==> config.mk <==
export PLATFORM = sky130hd
export DESIGN_NAME = coll_trig_seq
export DESIGN_NICKNAME = d
export VERILOG_FILES = /design/src/rtl/ctds_pkg.sv /design/src/rtl/ctds_desc_store.sv /design/src/rtl/ctds_arm_table.sv /design/src/rtl/ctds_field_patch.sv /design/src/rtl/coll_trig_seq.sv
export SDC_FILE = /design/constraint.sdc
export NUM_CORES = 1
export LEC_CHECK = 0
export BUFFER_PORTS_ARGS = -buffer_cell sky130_fd_sc_hd__buf_2
export CORE_MARGIN = 2
export CORE_UTILIZATION = 48
export DETAILED_ROUTE_END_ITERATION = 8
export RECOVER_POWER = 100
export SETUP_SLACK_MARGIN = 0.02
export SLEW_MARGIN = 0
export SYNTH_ARGS = -nofsm -noshare
export SYNTH_HDL_FRONTEND = slang
export SYNTH_SLANG_ARGS = --single-unit
==> constraint.sdc <==
create_clock -name clk -period 4.3 [get_ports clk]
set_clock_uncertainty 0.1 [all_clocks]
set_input_delay 0.215 -clock clk [delete_from_list [all_inputs] [get_ports clk]]
set_output_delay 0.215 -clock clk [all_outputs]
set_load 0.005 [all_outputs]
==> src/rtl/ctds_pkg.sv <==
`timescale 1ns/1ps
package ctds_pkg;
    typedef enum logic [1:0] {
        ST_IDLE  = 2'd0,
        ST_ARMED = 2'd1,
        ST_ISSUE = 2'd2,
        ST_DONE  = 2'd3
    } seq_state_t;
endpackage

==> src/rtl/ctds_desc_store.sv <==
`timescale 1ns/1ps
module ctds_desc_store #(
    parameter int NUM_VP    = 4,
    parameter int SEQ_DEPTH = 4,
    parameter int OP_W      = 4,
    parameter int DEST_W    = 8,
    parameter int VPORT_W   = 4,
    parameter int ADDR_W    = 16,
    localparam int VP_W     = $clog2(NUM_VP),
    localparam int IDX_W    = $clog2(SEQ_DEPTH)
) (
    input  logic               clk,
    input  logic               wr_en,
    input  logic [VP_W-1:0]    wr_vp,
    input  logic [IDX_W-1:0]   wr_idx,
    input  logic [OP_W-1:0]    wr_op,
    input  logic [DEST_W-1:0]  wr_dest,
    input  logic [VPORT_W-1:0] wr_vport,
    input  logic [ADDR_W-1:0]  wr_addr,
    input  logic               wr_swap_addr,
    input  logic               wr_swap_vport,
    input  logic               wr_last,
    input  logic [VP_W-1:0]    rd_vp,
    input  logic [IDX_W-1:0]   rd_idx,
    output logic [OP_W-1:0]    rd_op,
    output logic [DEST_W-1:0]  rd_dest,
    output logic [VPORT_W-1:0] rd_vport,
    output logic [ADDR_W-1:0]  rd_addr,
    output logic               rd_swap_addr,
    output logic               rd_swap_vport,
    output logic               rd_last
);
    localparam int ENTRIES = NUM_VP * SEQ_DEPTH;
    localparam int SLOT_W  = VP_W + IDX_W;
    localparam int WORD_W  = OP_W + DEST_W + VPORT_W + ADDR_W + 3;

    logic [WORD_W-1:0] store_q [ENTRIES];
    logic [SLOT_W-1:0] wr_slot;
    logic [SLOT_W-1:0] rd_slot;
    logic [WORD_W-1:0] rd_word;

    assign wr_slot = {wr_vp, wr_idx};
    assign rd_slot = {rd_vp, rd_idx};

    always_ff @(posedge clk) begin
        if (wr_en) begin
            store_q[wr_slot] <= {wr_op, wr_dest, wr_vport, wr_addr,
                                 wr_swap_addr, wr_swap_vport, wr_last};
        end
    end

    assign rd_word = store_q[rd_slot];
    assign {rd_op, rd_dest, rd_vport, rd_addr,
            rd_swap_addr, rd_swap_vport, rd_last} = rd_word;
endmodule

==> src/rtl/ctds_arm_table.sv <==
`timescale 1ns/1ps
module ctds_arm_table #(
    parameter int NUM_VP = 4,
    localparam int VP_W  = $clog2(NUM_VP)
) (
    input  logic            clk,
    input  logic            rst_n,
    input  logic            set_valid,
    input  logic [VP_W-1:0] set_vp,
    input  logic            clr_valid,
    input  logic [VP_W-1:0] clr_vp,
    input  logic [VP_W-1:0] query_vp,
    output logic            query_hit,
    output logic            any_armed
);
    logic [NUM_VP-1:0] armed_q;

    for (genvar g = 0; g < NUM_VP; g++) begin : g_arm
        always_ff @(posedge clk) begin
            if (!rst_n) begin
                armed_q[g] <= 1'b0;
            end else if (set_valid && set_vp == VP_W'(g)) begin
                armed_q[g] <= 1'b1;
            end else if (clr_valid && clr_vp == VP_W'(g)) begin
                armed_q[g] <= 1'b0;
            end
        end
    end

    assign query_hit = armed_q[query_vp];
    assign any_armed = |armed_q;


    clr_needs_arm_chk: assert property (@(posedge clk) disable iff (!rst_n)
        clr_valid |-> armed_q[clr_vp]);
endmodule

==> src/rtl/ctds_field_patch.sv <==
`timescale 1ns/1ps
module ctds_field_patch #(
    parameter int VPORT_W = 4,
    parameter int ADDR_W  = 16
) (
    input  logic [VPORT_W-1:0] base_vport,
    input  logic [ADDR_W-1:0]  base_addr,
    input  logic               swap_vport,
    input  logic               swap_addr,
    input  logic [VPORT_W-1:0] new_vport,
    input  logic [ADDR_W-1:0]  new_addr,
    output logic [VPORT_W-1:0] out_vport,
    output logic [ADDR_W-1:0]  out_addr
);
    always_comb begin
        out_vport = swap_vport ? new_vport : base_vport;
        out_addr  = swap_addr  ? new_addr  : base_addr;
    end
endmodule

==> src/rtl/coll_trig_seq.sv <==
`timescale 1ns/1ps
module coll_trig_seq
    import ctds_pkg::*;
#(
    parameter int NUM_VP    = 4,
    parameter int SEQ_DEPTH = 4,
    parameter int OP_W      = 4,
    parameter int DEST_W    = 8,
    parameter int VPORT_W   = 4,
    parameter int ADDR_W    = 16,
    parameter int DROP_W    = 8,
    localparam int VP_W     = $clog2(NUM_VP),
    localparam int IDX_W    = $clog2(SEQ_DEPTH)
) (
    input  logic               clk,
    input  logic               rst_n,
    input  logic               ld_valid,
    input  logic [VP_W-1:0]    ld_vp,
    input  logic [IDX_W-1:0]   ld_idx,
    input  logic [OP_W-1:0]    ld_op,
    input  logic [DEST_W-1:0]  ld_dest,
    input  logic [VPORT_W-1:0] ld_vport,
    input  logic [ADDR_W-1:0]  ld_addr,
    input  logic               ld_swap_addr,
    input  logic               ld_swap_vport,
    input  logic               ld_last,
    input  logic               arm_valid,
    input  logic [VP_W-1:0]    arm_vp,
    input  logic               trig_valid,
    input  logic [VP_W-1:0]    trig_id,
    input  logic [ADDR_W-1:0]  trig_addr,
    input  logic [VPORT_W-1:0] trig_vport,
    output logic               send_valid,
    input  logic               send_ready,
    output logic [VP_W-1:0]    send_seq,
    output logic [OP_W-1:0]    send_op,
    output logic [DEST_W-1:0]  send_dest,
    output logic [VPORT_W-1:0] send_vport,
    output logic [ADDR_W-1:0]  send_addr,
    output logic               send_last,
    output logic [DROP_W-1:0]  drop_count
);
    localparam logic [IDX_W-1:0]  IDX_MAX  = IDX_W'(SEQ_DEPTH - 1);
    localparam logic [DROP_W-1:0] DROP_MAX = {DROP_W{1'b1}};

    seq_state_t         state_q, state_d;
    logic [VP_W-1:0]    cur_vp_q;
    logic [IDX_W-1:0]   cur_idx_q;
    logic [ADDR_W-1:0]  cur_addr_q;
    logic [VPORT_W-1:0] cur_vport_q;
    logic               hold_valid_q;
    logic [VP_W-1:0]    hold_vp_q;
    logic [ADDR_W-1:0]  hold_addr_q;
    logic [VPORT_W-1:0] hold_vport_q;
    logic [DROP_W-1:0]  drop_q;

    logic               arm_hit, any_armed;
    logic               start_trig, start_hold, to_hold, drop_now;
    logic               take, chain_end;
    logic [VPORT_W-1:0] st_vport;
    logic [ADDR_W-1:0]  st_addr;
    logic               st_swap_addr, st_swap_vport, st_last;

    ctds_desc_store #(
        .NUM_VP(NUM_VP), .SEQ_DEPTH(SEQ_DEPTH), .OP_W(OP_W),
        .DEST_W(DEST_W), .VPORT_W(VPORT_W), .ADDR_W(ADDR_W)
    ) u_store (
        .clk(clk), .wr_en(ld_valid), .wr_vp(ld_vp), .wr_idx(ld_idx),
        .wr_op(ld_op), .wr_dest(ld_dest), .wr_vport(ld_vport),
        .wr_addr(ld_addr), .wr_swap_addr(ld_swap_addr),
        .wr_swap_vport(ld_swap_vport), .wr_last(ld_last),
        .rd_vp(cur_vp_q), .rd_idx(cur_idx_q),
        .rd_op(send_op), .rd_dest(send_dest), .rd_vport(st_vport),
        .rd_addr(st_addr), .rd_swap_addr(st_swap_addr),
        .rd_swap_vport(st_swap_vport), .rd_last(st_last)
    );

    ctds_arm_table #(.NUM_VP(NUM_VP)) u_arm (
        .clk(clk), .rst_n(rst_n),
        .set_valid(arm_valid), .set_vp(arm_vp),
        .clr_valid(start_trig | to_hold), .clr_vp(trig_id),
        .query_vp(trig_id), .query_hit(arm_hit), .any_armed(any_armed)
    );

    ctds_field_patch #(.VPORT_W(VPORT_W), .ADDR_W(ADDR_W)) u_patch (
        .base_vport(st_vport), .base_addr(st_addr),
        .swap_vport(st_swap_vport), .swap_addr(st_swap_addr),
        .new_vport(cur_vport_q), .new_addr(cur_addr_q),
        .out_vport(send_vport), .out_addr(send_addr)
    );

    // State register and datapath registers
    always_ff @(posedge clk) begin
        if (!rst_n) begin
            state_q      <= ST_IDLE;
            cur_vp_q     <= '0;
            cur_idx_q    <= '0;
            cur_addr_q   <= '0;
            cur_vport_q  <= '0;
            hold_valid_q <= 1'b0;
            hold_vp_q    <= '0;
            hold_addr_q  <= '0;
            hold_vport_q <= '0;
            drop_q       <= '0;
        end else begin
            state_q <= state_d;
            if (start_trig) begin
                cur_vp_q    <= trig_id;
                cur_addr_q  <= trig_addr;
                cur_vport_q <= trig_vport;
                cur_idx_q   <= '0;
            end else if (start_hold) begin
                cur_vp_q    <= hold_vp_q;
                cur_addr_q  <= hold_addr_q;
                cur_vport_q <= hold_vport_q;
                cur_idx_q   <= '0;
            end else if (take && !chain_end) begin
                cur_idx_q <= cur_idx_q + 1'b1;
            end
            if (to_hold) begin
                hold_valid_q <= 1'b1;
                hold_vp_q    <= trig_id;
                hold_addr_q  <= trig_addr;
                hold_vport_q <= trig_vport;
            end else if (start_hold) begin
                hold_valid_q <= 1'b0;
            end
            if (drop_now && drop_q != DROP_MAX) begin
                drop_q <= drop_q + 1'b1;
            end
        end
    end

    // Next state and decisions
    always_comb begin
        state_d    = state_q;
        start_trig = 1'b0;
        start_hold = 1'b0;
        to_hold    = 1'b0;
        drop_now   = 1'b0;
        take       = (state_q == ST_ISSUE) && send_ready;
        chain_end  = take && (st_last || cur_idx_q == IDX_MAX);
        unique case (state_q)
            ST_IDLE, ST_ARMED: begin
                if (trig_valid && arm_hit) begin
                    start_trig = 1'b1;
                    state_d    = ST_ISSUE;
                end else begin
                    drop_now = trig_valid;
                    state_d  = (any_armed || arm_valid) ? ST_ARMED : ST_IDLE;
                end
            end
            ST_ISSUE: begin
                if (trig_valid && arm_hit && !hold_valid_q) to_hold = 1'b1;
                else drop_now = trig_valid;
                if (chain_end) state_d = ST_DONE;
            end
            ST_DONE: begin
                if (hold_valid_q) begin
                    start_hold = 1'b1;
                    state_d    = ST_ISSUE;
                    if (trig_valid && arm_hit) to_hold = 1'b1;
                    else drop_now = trig_valid;
                end else if (trig_valid && arm_hit) begin
                    start_trig = 1'b1;
                    state_d    = ST_ISSUE;
                end else begin
                    drop_now = trig_valid;
                    state_d  = (any_armed || arm_valid) ? ST_ARMED : ST_IDLE;
                end
            end
            default: state_d = ST_IDLE;
        endcase
    end

    // Outputs
    always_comb begin
        send_valid = (state_q == ST_ISSUE);
        send_seq   = cur_vp_q;
        send_last  = st_last || (cur_idx_q == IDX_MAX);
        drop_count = drop_q;
    end


    stall_hold_chk: assert property (@(posedge clk) disable iff (!rst_n)
        (send_valid && !send_ready) |=> (send_valid && $stable(send_addr)
            && $stable(send_vport) && $stable(send_op) && $stable(send_dest)
            && $stable(send_seq)));


    done_single_chk: assert property (@(posedge clk) disable iff (!rst_n)
        (state_q == ST_DONE) |=> (state_q != ST_DONE));


    hold_busy_chk: assert property (@(posedge clk) disable iff (!rst_n)
        hold_valid_q |-> (state_q == ST_ISSUE || state_q == ST_DONE));


    rise_cause_chk: assert property (@(posedge clk) disable iff (!rst_n)
        $rose(send_valid) |-> $past(trig_valid || hold_valid_q));


    drop_quiet_chk: assert property (@(posedge clk) disable iff (!rst_n)
        !trig_valid |=> $stable(drop_count));
endmodule

==> qor.csv <==
stage;metric;value;unit
status;status;finished, violations left;
die;start_util;48.6;%
synthesis;synth_seq_cells;621;
drt;post_drt_wl_per_cell;25.8;microns
clock_network;cts_tree;built;
power;ir_drop;317;uV
power;power;12400;uW
grt;antenna_found_initial;4;
timing;layout_min_cycle_time;3.80;ns
die;fp-row-count;81;
synthesis;synth_cells;1088;
worst_setup_path;cp-start-kind;register;
timing;rsz0062_at_grt;false;
timing;clock.fmax;263;MHz
die;coreArea;49100;sq um
drt;vias;11656;
timing;worst_pin_slew;3.24;ns
synthesis;async_flop_share;0;%
die;dieArea;51500;sq um
clock_network;cts_root_buffer;clkbuf_16;
drt;drcViolationCount;0;
synthesis;synth.distinct_cells;48;
clock_network;clock_sinks;621;
drt;routed_wl;52.3;mm
placed_design;place_ws;1.23;ns
worst_setup_path;crit_fanout;24;
timing;fin_hold_ws;0.111;ns
synthesis;seq_area_frac_synth;75.6;%
synthesis;ys.flop_type;edfxtp_1;
timing;slew_headroom;-116;%
timing;slew_viol_final;519;
clock_network;clkSlewWorstSetupHoldPaths;0.06;ns
placed_design;dp_hpwl;28.0;mm
placed_design;io_buffers;112;
clock_network;cts.htree.levels;2;
die;die_y;227;microns
timing;layout_setup_ws;0.503;ns
worst_setup_path;cp.required;3.98;ns
die;die_x;227;microns
grt;grt_max_degree;57;
timing;timing.final.crit_share;88.3;%
die;io_pins;113;
timing;setup-tns-final;0;ns
power;p_per_area;448;nW/um^2
clock_network;ctsResizeCount;0;
placed_design;place.gp.congestion;0.703;
clock_network;clock_latency;0.62;ns
worst_setup_path;cp_data_arrival_time;3.48;ns
run;cap_violations;19;
timing;hold_violations;0;
finish;syn_to_final_growth;16.5;%
grt;grt_pass1_wl;76.5;mm
synthesis;synth_nets;1159;
finish;finalNetCount;1383;
power;power_leakage;0.00879;uW
drt;vias_per_cell;5.75;
hold_path;hold_class;input pin to register;
drt;ant_nets;0;
clock_network;cts.path.max_buffers;3;
grt;grt_usage;20.7;%
synthesis;synth_warnings;0;
timing;finalSetupViolations;0;
worst_setup_path;criticalPathCategory;register to output pin;
status;violations;max-capacitance violations, max-slew violations;
finish;layout_commonest_cell;edfxtp_1;
drt;drt_iter0_markers;968;
synthesis;synth_edf_count;560;
synthesis;syn_avg_cell_area;21.9;sq um
finish;drive_gt1_share;25.7;%
grt;grt_pass1_vias;11907;
grt;overflow;0;
clock_network;numCtsBuffers;61;
worst_setup_path;worstSetupEndpointType;output pin;
finish;mostFrequentLayoutCells;560 x edfxtp_1, 170 x mux4_2, 95 x clkbuf_1;
drt;drtPass1Iterations;5;
synthesis;synth_area;23900;sq um
-- area by class of cell --
class | instances | area (sq um)
Tap cell | 664 | 831
Clock inverter | 35 | 353
Sequential cell | 621 | 18000
Antenna cell | 3 | 7.51
Inverter | 5 | 18.8
Fill cell | 3764 | 21300
Timing Repair Buffer | 218 | 1420
Clock buffer | 76 | 1630
Multi-Input combinational cell | 405 | 5490
-- metal layers --
layer  wire, microns  vias up  GRT usage (%)
li1                -     5012              -
met1           22200     6227           28.1
met2           26400      347           35.4
met3            2900       70           3.61
met4             864        0           4.70
met5               0        -              0
-- flip-flops by register name, summed over array words and instances, names as in the netlist --
signal,cells
u_store.store_q,560
cur_addr_q,16
hold_addr_q,16
drop_count,8
cur_vport_q,4
hold_vport_q,4
u_arm.armed_q,4
cur_idx_q,2
hold_vp_q,2
send_seq,2
state_q,2
hold_valid_q,1
-- power breakdown --
part | switching (uW) | internal (uW) | total (uW)
sequential | 38.0 | 6700 | 6740
clock | 2190 | 3080 | 5270
combinational | 253 | 185 | 438
total | 2480 | 9970 | 12400
-- final timing paths --
check	cells after the start	from	end	slack [ns]
setup / recovery	6	cur_idx_q[1]	send_vport[2]	0.50
hold / removal	3	ld_vp[0]	u_store.store_q[14][4]	0.11
setup reg to reg	7	cur_idx_q[0]	state_q[0]	0.80
hold reg to reg	2	cur_addr_q[2]	cur_addr_q[2]	0.36
-- cell usage after synthesis, types with 2 or more instances --
master      n  area, sq um
and3_1      5         31.3
buf_2      16         80.1
mux2_4     10          150
buf_6       4         45.0
mux4_1      4          105
ha_1        2         25.0
and2_1      2         12.5
nand3b_1    4         30.0
mux2_2     12          135
dfxtp_1    61         1220
a21oi_1     3         15.0
nand2b_1    7         43.8
mux4_2    170         3830
o21ai_1     4         20.0
o21ai_0    22          110
nand3_1     3         15.0
mux2i_1    25          250
nand2_1    28          105
buf_4       8         60.1
xor2_1      6         52.6
buf_1       2         7.51
nor2_1     50          188
edfxtp_1  560        16800
a222oi_1    2         20.0
nand4_1     4         25.0
nor3_1      4         20.0
a22oi_1    20          150
clkbuf_1   26         97.6
inv_1       5         18.8
-- cell families after synthesis --
group	after synthesis	share of synthesized area [%]
flops	621	75.6
mux	221	18.7
simple gates	114	2.22
buf+inv	62	1.38
compound gates	61	1.71
xor+xnor	7	0.257
fa+ha+maj	2	0.105
-- critical path, cell delays in order (launching register included) --
cell      delay, ns
dfxtp_2        0.31
buf_4          0.24
inv_1          0.71
clkbuf_1       0.51
mux4_2         0.64
mux2_2         0.31
buf_2          0.13
-- per-stage QoR --
stage / area, sq um / util [%] / std cells
finish: 27800 / 56.7 / 2027
global route: 27800 / 56.6 / 2026
CTS: 28100 / 57.2 / 2024
detailed placement: 25400 / 51.7 / 1843
global placement: 25400 / 51.7 / 1843
floorplan: 23900 / - / 1088
-- timing repair --
item / in CTS / in global routing
hold buffers: 70 / 0
setup buffers: 0 / 0
endpoints found under the hold margin: 619 / 0
Note: power is estimated with default switching activity, not from simulation.
